## src/rtl/xlate_pkg.sv

```systemverilog
// Shared widths and response encoding for the translation cache.
package xlate_pkg;
    localparam int VA_W  = 32;
    localparam int OFS_W = 12;
    localparam int PN_W  = VA_W - OFS_W;

    typedef enum logic [1:0] {
        RSP_FILLED = 2'b00,
        RSP_HIT    = 2'b01,
        RSP_MISS   = 2'b10,
        RSP_FAULT  = 2'b11
    } rsp_kind_e;
endpackage

```

## src/rtl/xlate_match.sv

```systemverilog
// Parallel tag compare. Assumes at most one valid entry holds a given
// page number; with several, the highest index is reported.
module xlate_match #(
    parameter int N_ENT = 4,
    parameter int TAG_W = 20,
    localparam int IDX_W = (N_ENT > 1) ? $clog2(N_ENT) : 1
) (
    input  logic [N_ENT-1:0]            valid,
    input  logic [N_ENT-1:0][TAG_W-1:0] tags,
    input  logic [TAG_W-1:0]            key,
    output logic                        hit,
    output logic [IDX_W-1:0]            hit_idx
);
    logic [N_ENT-1:0] match;

    // one comparator per entry
    for (genvar g = 0; g < N_ENT; g++) begin : g_cmp
        assign match[g] = valid[g] && (tags[g] == key);
    end

    // encode the matching entry
    always_comb begin
        hit_idx = '0;
        for (int i = 0; i < N_ENT; i++) begin
            if (match[i]) hit_idx = IDX_W'(i);
        end
    end

    assign hit = |match;
endmodule

```

## src/rtl/xlate_recency.sv

```systemverilog
// Age ranks (0 = newest, N_ENT-1 = oldest) and victim choice. Ranks always
// form a permutation; reset gives entry i rank i. Assumes N_ENT is a power of two.
module xlate_recency #(
    parameter int N_ENT = 4,
    localparam int IDX_W = (N_ENT > 1) ? $clog2(N_ENT) : 1
) (
    input  logic             clk,
    input  logic             rst_n,
    input  logic             touch,
    input  logic [IDX_W-1:0] touch_idx,
    input  logic [N_ENT-1:0] valid,
    output logic [IDX_W-1:0] victim_idx
);
    logic [N_ENT-1:0][IDX_W-1:0] rank_q;
    logic [IDX_W-1:0]            touched_rank;

    assign touched_rank = rank_q[touch_idx];

    // age update: the touched entry becomes newest, younger ones age by one
    always_ff @(posedge clk) begin
        if (!rst_n) begin
            for (int i = 0; i < N_ENT; i++) rank_q[i] <= IDX_W'(i);
        end else if (touch) begin
            for (int i = 0; i < N_ENT; i++) begin
                if (IDX_W'(i) == touch_idx)         rank_q[i] <= '0;
                else if (rank_q[i] < touched_rank)  rank_q[i] <= rank_q[i] + 1'b1;
            end
        end
    end

    // victim: lowest-index empty slot, else the oldest rank
    always_comb begin
        victim_idx = '0;
        if (&valid) begin
            for (int i = 0; i < N_ENT; i++) begin
                if (rank_q[i] == IDX_W'(N_ENT - 1)) victim_idx = IDX_W'(i);
            end
        end else begin
            for (int i = N_ENT - 1; i >= 0; i--) begin
                if (!valid[i]) victim_idx = IDX_W'(i);
            end
        end
    end
endmodule

```

## src/rtl/xlate_satcnt.sv

```systemverilog
// Event counter that stops at all ones.
module xlate_satcnt #(
    parameter int W = 32
) (
    input  logic         clk,
    input  logic         rst_n,
    input  logic         inc,
    output logic [W-1:0] cnt
);
    // count up, hold at the top
    always_ff @(posedge clk) begin
        if (!rst_n)                cnt <= '0;
        else if (inc && !(&cnt))   cnt <= cnt + 1'b1;
    end
endmodule

```

## src/rtl/xlate_buf.sv

```systemverilog
// Fully associative translation cache, 4 KiB pages. A hit answers in the
// request cycle; a miss answers "miss" and stalls requests until the walker
// returns. Assumes the walker returns the page number that missed.
module xlate_buf
    import xlate_pkg::*;
#(
    parameter int N_ENT = 4,
    parameter int CNT_W = 32,
    localparam int IDX_W = (N_ENT > 1) ? $clog2(N_ENT) : 1
) (
    input  logic             clk,
    input  logic             rst_n,
    input  logic             flush,
    input  logic             req_valid,
    output logic             req_ready,
    input  logic [VA_W-1:0]  req_vaddr,
    output logic             rsp_valid,
    output logic [1:0]       rsp_kind,
    output logic [VA_W-1:0]  rsp_paddr,
    input  logic             fill_valid,
    input  logic             fill_fault,
    input  logic [PN_W-1:0]  fill_vpn,
    input  logic [PN_W-1:0]  fill_ppn,
    output logic [CNT_W-1:0] hit_count,
    output logic [CNT_W-1:0] miss_count,
    output logic [CNT_W-1:0] fault_count
);
    typedef enum logic {ST_IDLE, ST_WAIT} state_e;

    state_e                     st_q;
    logic [OFS_W-1:0]           ofs_q;
    logic [N_ENT-1:0]           ent_valid;
    logic [N_ENT-1:0][PN_W-1:0] ent_vpn;
    logic [N_ENT-1:0][PN_W-1:0] ent_ppn;

    logic             hit;
    logic [IDX_W-1:0] hit_idx;
    logic [IDX_W-1:0] victim_idx;
    logic             lookup, do_hit, do_miss, walk_end, do_fault, do_install;
    rsp_kind_e        kind;

    assign req_ready  = (st_q == ST_IDLE);
    assign lookup     = req_valid && req_ready;
    assign do_hit     = lookup && hit;
    assign do_miss    = lookup && !hit;
    assign walk_end   = (st_q == ST_WAIT) && fill_valid;
    assign do_fault   = walk_end && fill_fault;
    assign do_install = walk_end && !fill_fault && !flush;

    xlate_match #(.N_ENT(N_ENT), .TAG_W(PN_W)) u_match (
        .valid   (ent_valid),
        .tags    (ent_vpn),
        .key     (req_vaddr[VA_W-1:OFS_W]),
        .hit     (hit),
        .hit_idx (hit_idx)
    );

    xlate_recency #(.N_ENT(N_ENT)) u_age (
        .clk        (clk),
        .rst_n      (rst_n),
        .touch      (do_hit || do_install),
        .touch_idx  (do_hit ? hit_idx : victim_idx),
        .valid      (ent_valid),
        .victim_idx (victim_idx)
    );

    // response mux: lookup result or walk outcome
    always_comb begin
        rsp_valid = lookup || walk_end;
        kind      = RSP_MISS;
        rsp_paddr = '0;
        if (lookup) begin
            if (hit) begin
                kind      = RSP_HIT;
                rsp_paddr = {ent_ppn[hit_idx], req_vaddr[OFS_W-1:0]};
            end
        end else if (walk_end) begin
            if (fill_fault) begin
                kind = RSP_FAULT;
            end else begin
                kind      = RSP_FILLED;
                rsp_paddr = {fill_ppn, ofs_q};
            end
        end
    end
    assign rsp_kind = kind;

    // request/walk sequencing and saved page offset
    always_ff @(posedge clk) begin
        if (!rst_n) begin
            st_q  <= ST_IDLE;
            ofs_q <= '0;
        end else if (do_miss) begin
            st_q  <= ST_WAIT;
            ofs_q <= req_vaddr[OFS_W-1:0];
        end else if (walk_end) begin
            st_q  <= ST_IDLE;
        end
    end

    // valid bits: flush wins over install
    always_ff @(posedge clk) begin
        if (!rst_n)          ent_valid <= '0;
        else if (flush)      ent_valid <= '0;
        else if (do_install) ent_valid[victim_idx] <= 1'b1;
    end

    // translation payload, written on install only
    always_ff @(posedge clk) begin
        if (do_install) begin
            ent_vpn[victim_idx] <= fill_vpn;
            ent_ppn[victim_idx] <= fill_ppn;
        end
    end

    xlate_satcnt #(.W(CNT_W)) u_hits   (.clk(clk), .rst_n(rst_n), .inc(do_hit),   .cnt(hit_count));
    xlate_satcnt #(.W(CNT_W)) u_misses (.clk(clk), .rst_n(rst_n), .inc(do_miss),  .cnt(miss_count));
    xlate_satcnt #(.W(CNT_W)) u_faults (.clk(clk), .rst_n(rst_n), .inc(do_fault), .cnt(fault_count));
endmodule

```

## config.mk

```make
export PLATFORM = sky130hd
export DESIGN_NAME = xlate_buf
export DESIGN_NICKNAME = d
export VERILOG_FILES = /design/src/rtl/xlate_pkg.sv /design/src/rtl/xlate_match.sv /design/src/rtl/xlate_recency.sv /design/src/rtl/xlate_satcnt.sv /design/src/rtl/xlate_buf.sv
export SDC_FILE = /design/constraint.sdc
export NUM_CORES = 1
export LEC_CHECK = 0
export BUFFER_PORTS_ARGS = -buffer_cell sky130_fd_sc_hd__buf_2
export CORE_UTILIZATION = 57
export DETAILED_ROUTE_END_ITERATION = 10
export PLACE_DENSITY_LB_ADDON = 0.2
export SYNTH_ARGS = -nofsm -noshare
export SYNTH_HDL_FRONTEND = slang
export SYNTH_SLANG_ARGS = --single-unit
```

## constraint.sdc

```tcl
create_clock -name clk -period 4.8 [get_ports clk]
set_input_delay 0.24 -clock clk [delete_from_list [all_inputs] [get_ports clk]]
set_output_delay 0.24 -clock clk [all_outputs]
set_load 0.03 [all_outputs]
```

==> impl_metrics.json, run 1 <==
{
  "rows": 54,
  "synth_seq_area_share_pct": 57.1,
  "syn_area_per_cell_sq_um": 11.1,
  "synth_compound_area_share_pct": 7.73,
  "via_per_inst": 5.61,
  "synthMuxAreaShare_pct": 3.75,
  "fin_setup_tns_ns": 0,
  "synth_xor_area_share_pct": 11.3,
  "clk_latency_ns": 0.54,
  "slew_violations": 0,
  "critPathCaptureType": "output port",
  "synthAdderAreaFrac_pct": 0.594,
  "violations": "design-rule violations",
  "tightest_slew_ns": 0.935,
  "cts_buffers": 29,
  "maxCapViolCount": 0,
  "hold_viol": 0,
  "power.leakage_nw": 5.91,
  "drtIter0Drc": 567,
  "ir_worst_vdd_mv": 0.289,
  "worstReg2RegStart": "u_age.rank_q[7]$_SDFFE_PN1P_",
  "postSynthCellCount": 1139,
  "synth.distinct_cells": 69,
  "grt_use_total_pct": 25.7,
  "arrival_ns": 3.31,
  "async_reset_ff_share_pct": 0,
  "mappedNetlistArea_sq_um": 12600,
  "grt_max_degree": 80,
  "htreeDepth": 1,
  "slew_headroom_pct": 37.5,
  "fmax_mhz": 282,
  "crit_path_start_kind": "flop",
  "power_mw": 5.05,
  "grt_pass1_wl_um": 45800,
  "crit_start": "ent_vpn[27]$_DFFE_PP_",
  "r2r-end": "u_age.rank_q[5]$_SDFFE_PN1P_",
  "antenna_found_initial": 1,
  "r2r.worst_path.cells": 10,
  "yosys.area_share.simple_pct": 16.9,
  "core-area_sq_um": 21800,
  "die_y_um": 151,
  "p_per_area_nw_per_um2": 328,
  "area_growth_pct": 21.8,
  "hold_class": "input port to flop",
  "routedWlPerCell_um": 17.7,
  "dpl.hpwl_um": 20100,
  "period_share_pct": 74.0,
  "drc": 2,
  "layout-drive-gt1-share_pct": 20.9,
  "syn_nets": 1223,
  "critPathMaxFanout": 20,
  "cts_tree": "built",
  "grt-ovfl-total": 0,
  "clockBufferDepth": 3,
  "ios": 210,
  "start_util_pct": 58.0,
  "cts_sinks": 281,
  "rsz0062_at_grt": "false",
  "finalCriticalPeriod_ns": 3.55,
  "wirelength_um": 29900,
  "first_pass_iters": 7,
  "r2r_setup_slack_ns": 1.38,
  "setup_viol": 0,
  "cts_setup_buffers": 0,
  "vias": 9500,
  "gp_congestion": 0.875,
  "critPathKind": "flop to output port",
  "ant_nets": 0,
  "ys.flop_type": "edfxtp_1",
  "yosys_register_bits": 281,
  "crit_path_end": "rsp_paddr[30]",
  "die-area_sq_um": 22800,
  "clock-root-buffer": "clkbuf_16",
  "fin_skew_ns": 0.0198,
  "required_ns": 4.56,
  "final_nets": 1476,
  "final_common_cell": "buf_2",
  "grt_pass1_vias": 9015,
  "final_cell_mix": "209 x buf_2, 160 x edfxtp_1, 139 x nor2_1, 121 x dfxtp_1, 94 x xnor2_1",
  "io_buffers": 209,
  "yosysWarnings": 0,
  "cts.clk_slew.worst_paths_ns": 0.06,
  "synth_edf_count": 160,
  "synth_top_family_by_area": "simple AND/OR/NAND/NOR gates",
  "chipWidth_um": 151,
  "status": "finished with violations"
}
-- how the worst min path moves through the flow --
stage	start	endpoint	slack [ns]	cells past startpoint
floorplan	fill_ppn[0]	ent_ppn[0]$_DFFE_PP_	0.34	0
global route	flush	ent_valid[1]$_SDFFE_PP0P_	0.09	3
CTS	rst_n	u_age.rank_q[2]$_SDFFE_PN1P_	0.07	2
finish	rst_n	u_age.rank_q[2]$_SDFFE_PN1P_	0.08	2
detailed placement	fill_vpn[15]	ent_vpn[55]$_DFFE_PP_	0.46	1
global placement	fill_vpn[15]	ent_vpn[55]$_DFFE_PP_	0.45	1
-- per-layer routing --
layer | wire length, um | track usage (%) | vias up
met3 | 1900 | 4.49 | 55
met4 | 731 | 9.00 | 0
met1 | 12800 | 32.7 | 4523
li1 | - | - | 4613
met5 | 0 | 0 | -
met2 | 14500 | 43.9 | 309
-- registers in the layout, indices dropped and copies added (netlist names) --
signal,count
ofs_q,12
ent_ppn,80
st_q,1
u_age.rank_q,8
u_faults.cnt,32
u_misses.cnt,32
ent_valid,4
ent_vpn,80
u_hits.cnt,32
-- through the flow --
step	area, sq um	cells	setup slack [ns]	utilization (%)	hold WS [ns]
4_1_cts	15400	1693	1.24	70.6	0.0701
3_3_place_gp	13900	1588	1.45	63.9	0.454
3_5_place_dp	13900	1588	1.39	63.9	0.457
2_1_floorplan	12600	1139	1.45	-	0.339
5_1_grt	15400	1694	1.08	70.6	0.0930
6_report	15400	1694	1.25	70.6	0.0842
-- cells in the mapped netlist (12+ instances only) --
| cell | instances | area share (%) |
|---|---|---|
| nor2_1 | 144 | 4.3 |
| nand4_1 | 52 | 2.6 |
| and4_1 | 18 | 1.2 |
| nand2_1 | 86 | 2.6 |
| mux2i_1 | 44 | 3.5 |
| edfxtp_1 | 160 | 38 |
| a21oi_1 | 39 | 1.5 |
| nor3_1 | 17 | 0.67 |
| inv_1 | 15 | 0.45 |
| clkbuf_1 | 39 | 1.2 |
| nand3_1 | 43 | 1.7 |
| a211oi_1 | 21 | 1.2 |
| and3_1 | 15 | 0.74 |
| dfxtp_1 | 121 | 19 |
| o21ai_0 | 38 | 1.5 |
| xor2_1 | 60 | 4.2 |
| xnor2_1 | 94 | 6.5 |
| or3_1 | 15 | 0.74 |
| a22o_1 | 12 | 0.83 |
-- power by group --
group          total [mW]  leakage [nW]  internal, mW  switching [mW]
logic               0.256          3.04         0.105           0.151
clock network        2.23         0.456          1.33           0.894
registers            2.56          2.42          2.56         0.00898
total                5.05          5.91          3.99            1.05
-- timing repair --
item,4_1_cts,5_1_grt
setup endpoints to repair,0,0
endpoints found under the hold margin,173,0
gates resized for setup,0,0
hold buffers,53,0
-- final cells by class --
type	instances	area (sq um)
diodes	1	2.50
clock buffers	37	766
clock inverters	15	174
fillers	1607	6420
inverters	16	61.3
multi-input cells	786	5130
flip-flops and latches	281	7230
well taps	280	350
repair buffers	278	1700
-- logic make-up after synthesis --
group                      count (synthesis)
and+or+nand+nor                          429
DFF                                      281
xor gates and xnor gates                 159
AOI/OAI and AO/OA                        145
buffers and inverters                     72
muxes                                     47
adders and majority gates                  6
-- worst max-delay path: stages, from the launching register on --
cell	delay, ns
edfxtp_1	0.38
xnor2_1	0.37
nand4_1	0.20
nor4_4	0.41
nand2_1	0.11
buf_4	0.27
mux2i_1	0.16
a211oi_1	0.25
a21oi_1	0.07
o21ai_0	0.27
buf_2	0.26
Power figures use the tool's default switching activity.
==> run 2, diff against run 1 <==
Settings changed: ABC_AREA set to 1, CORE_UTILIZATION 57 to 52.
Clock period 4.8 ns to 3.2 ns, I/O delays scaled along.
==> impl_metrics.json, run 2 <==
{
  "p_per_area_nw_per_um2": 447,
  "grt_pass1_wl_um": 67600,
  "route.met3.wl_um": 3210,
  "core-area_sq_um": 27900,
  "top_layer_used": "met4",
  "dp.cells": 2499,
  "yosys_register_bits": 281,
  "internal_power_mw": 6.31,
  "setup_viol": 0,
  "p_sw_mw": 1.86,
  "fillers": 2423,
  "grt_max_degree": 71,
  "hold_viol": 0,
  "utilization_pct": 65.5,
  "cts.clk_slew.worst_paths_ns": 0.06,
  "layout-drive-gt1-share_pct": 17.7,
  "syn_area_per_cell_sq_um": 7.71,
  "slew_headroom_pct": 51.0,
  "clk_latency_ns": 0.58,
  "fin_ws_ns": 0.104,
  "wl_met1_um": 19500,
  "drc": 0,
  "rows": 61,
  "fin_skew_ns": 0.0142,
  "synth_edf_count": 160,
  "ys.flop_type": "edfxtp_1",
  "die-area_sq_um": 29200,
  "power.leakage_nw": 8.03,
  "routedWlPerCell_um": 16.6,
  "finalCriticalPeriod_ns": 3.10,
  "whs_ns": 0.0460,
  "via_per_inst": 5.44,
  "postSynthCellCount": 1924,
  "first_pass_iters": 5,
  "start_util_pct": 53.1,
  "dpl.hpwl_um": 31500,
  "tightest_slew_ns": 0.735,
  "power_mw": 8.17,
  "period_share_pct": 96.8,
  "pre_cts_slack_ns": -0.128,
  "final_common_cell": "nand2_1",
  "clockBufferDepth": 3,
  "critPathKind": "flop to output port",
  "r2r.worst_path.cells": 16,
  "reg_top3": "ent_ppn x80, ent_vpn x80",
  "wirelength_um": 43300,
  "synth_seq_area_share_pct": 48.7,
  "grt_pass1_vias": 13100,
  "diodes": 0,
  "crit_path_start_kind": "flop",
  "dr_wl_met2_um": 19500,
  "design_area_sq_um": 18300,
  "register_area_sq_um": 7230,
  "required_ns": 3.04,
  "dpl_cell_area_sq_um": 16500,
  "clock-root-buffer": "clkbuf_16",
  "clkPwrFrac_pct": 46.4,
  "fin_setup_tns_ns": 0,
  "ir_worst_vdd_mv": 0.518,
  "r2r-end": "u_faults.cnt[30]$_SDFFE_PN0P_",
  "yosysWarnings": 0,
  "hp-start": "fill_valid",
  "critPathMaxFanout": 11,
  "status": "complete, no violations",
  "final_cell_mix": "572 x nand2_1, 244 x nor2_1, 215 x inv_1, 200 x buf_2, 160 x edfxtp_1",
  "final_nets": 2293,
  "seq_power_share_pct": 47.2,
  "synth.most_common_cell": "nand2_1",
  "cts_tree": "built",
  "ys_top_cells_by_count": "579 x nand2_1, 262 x nor2_1, 215 x inv_1",
  "worstReg2RegStart": "u_faults.cnt[0]$_SDFFE_PN0P_",
  "crit_path_end": "rsp_paddr[28]",
  "crit_start": "ent_vpn[42]$_DFFE_PP_",
  "rsz0062_at_grt": "true",
  "mappedNetlistArea_sq_um": 14800,
  "maxCapViolCount": 0,
  "synth.distinct_cells": 55,
  "fmax_mhz": 323,
  "layoutNonFillerInstCount": 2612,
  "chipWidth_um": 171,
  "area_growth_pct": 23.3,
  "cts_buffers": 31,
  "p_comb_share_pct": 6.5,
  "r2r_setup_slack_ns": 0.40,
  "cts_sinks": 281,
  "hold_class": "input port to flop",
  "ant_nets": 0,
  "slew_violations": 0,
  "ios": 210,
  "grt_use_total_pct": 29.3,
  "grt-ovfl-total": 0,
  "arrival_ns": 2.94,
  "drtIter0Drc": 1330,
  "synth_top_area_share_pct": 32.4,
  "gp_congestion": 1.03,
  "async_reset_ff_share_pct": 0,
  "switching_share_pct": 22.8,
  "synth.largest_area_cell": "edfxtp_1",
  "io_buffers": 209,
  "syn_nets": 2008,
  "die_y_um": 171,
  "htreeDepth": 1,
  "multi_input_area_sq_um": 6690,
  "critPathCaptureType": "output port",
  "ys_top_cells_by_area": "edfxtp_1 32%, dfxtp_1 16%, nand2_1 15%",
  "vias": 14200,
  "antenna_found_initial": 0
}
run 2: how the worst min path moves through the flow:
stage	endpoint	depth (start not counted)
6_report	st_q$_SDFFE_PN0P_	4
3_3_place_gp	ent_vpn[26]$_DFFE_PP_	1
5_1_grt	u_faults.cnt[31]$_SDFFE_PN0P_	5
2_1_floorplan	ent_ppn[0]$_DFFE_PP_	0
3_5_place_dp	ent_vpn[26]$_DFFE_PP_	1
4_1_cts	u_faults.cnt[1]$_SDFFE_PN0P_	4
run 2: critical path, stage by stage (launching register included):
cell      delay, ns
edfxtp_1       0.42
nand2_1        0.15
nand2_1        0.06
nor2_1         0.11
nand2_1        0.07
nor2_2         0.15
nand3_4        0.11
a21boi_4       0.18
inv_1          0.20
buf_12         0.20
o311ai_0       0.37
nand2_1        0.12
clkbuf_4       0.21
run 2: power groups by stage:
stage / combinational [mW] / clock, mW / sequential, mW
floorplan: 0.251 / 0 / 3.94
CTS: 0.508 / 3.85 / 3.85
detailed placement: 0.455 / 0 / 3.93
finish: 0.529 / 3.79 / 3.85
global route: 0.577 / 3.97 / 3.86
global placement: 0.448 / 0 / 3.93
run 2: cells by family (layout without fill, tap and decap cells):
logic type | after synthesis | after routing | share of synthesized area [%]
buffers and inverters | 281 | 590 | 7.23
adders and majority gates | 6 | 6 | 0.506
xor gates and xnor gates | 23 | 23 | 1.36
AOI/OAI and AO/OA | 216 | 216 | 8.86
and+or+nand+nor | 1117 | 1118 | 33.3
DFF | 281 | 281 | 48.7
run 2: per-layer routing:
layer  vias up  global-route usage [%]
met2       571                    46.8
met3        77                    5.39
met1      6605                    40.6
met5         -                       0
met4         0                    8.39
li1       6967                       -
run 2: cell type report:
type	count	area share, %
sequential	281	39.5
multi-input combinational	1363	36.6
timing repair buffer	290	10.3
inverter	242	5.04
clock buffer	42	4.91
tap	378	2.59
clock inverter	16	1.08
run 2: repair_timing:
| action | 4_1_cts | 5_1_grt |
|---|---|---|
| pin swaps | 1 | 2 |
| hold endpoints to repair | 176 | 0 |
| setup endpoints to repair | 20 | 28 |
| gates cloned | 0 | 1 |
| buffers inserted | 1 | 0 |
| hold buffers | 53 | 0 |
| gates resized for setup | 4 | 37 |
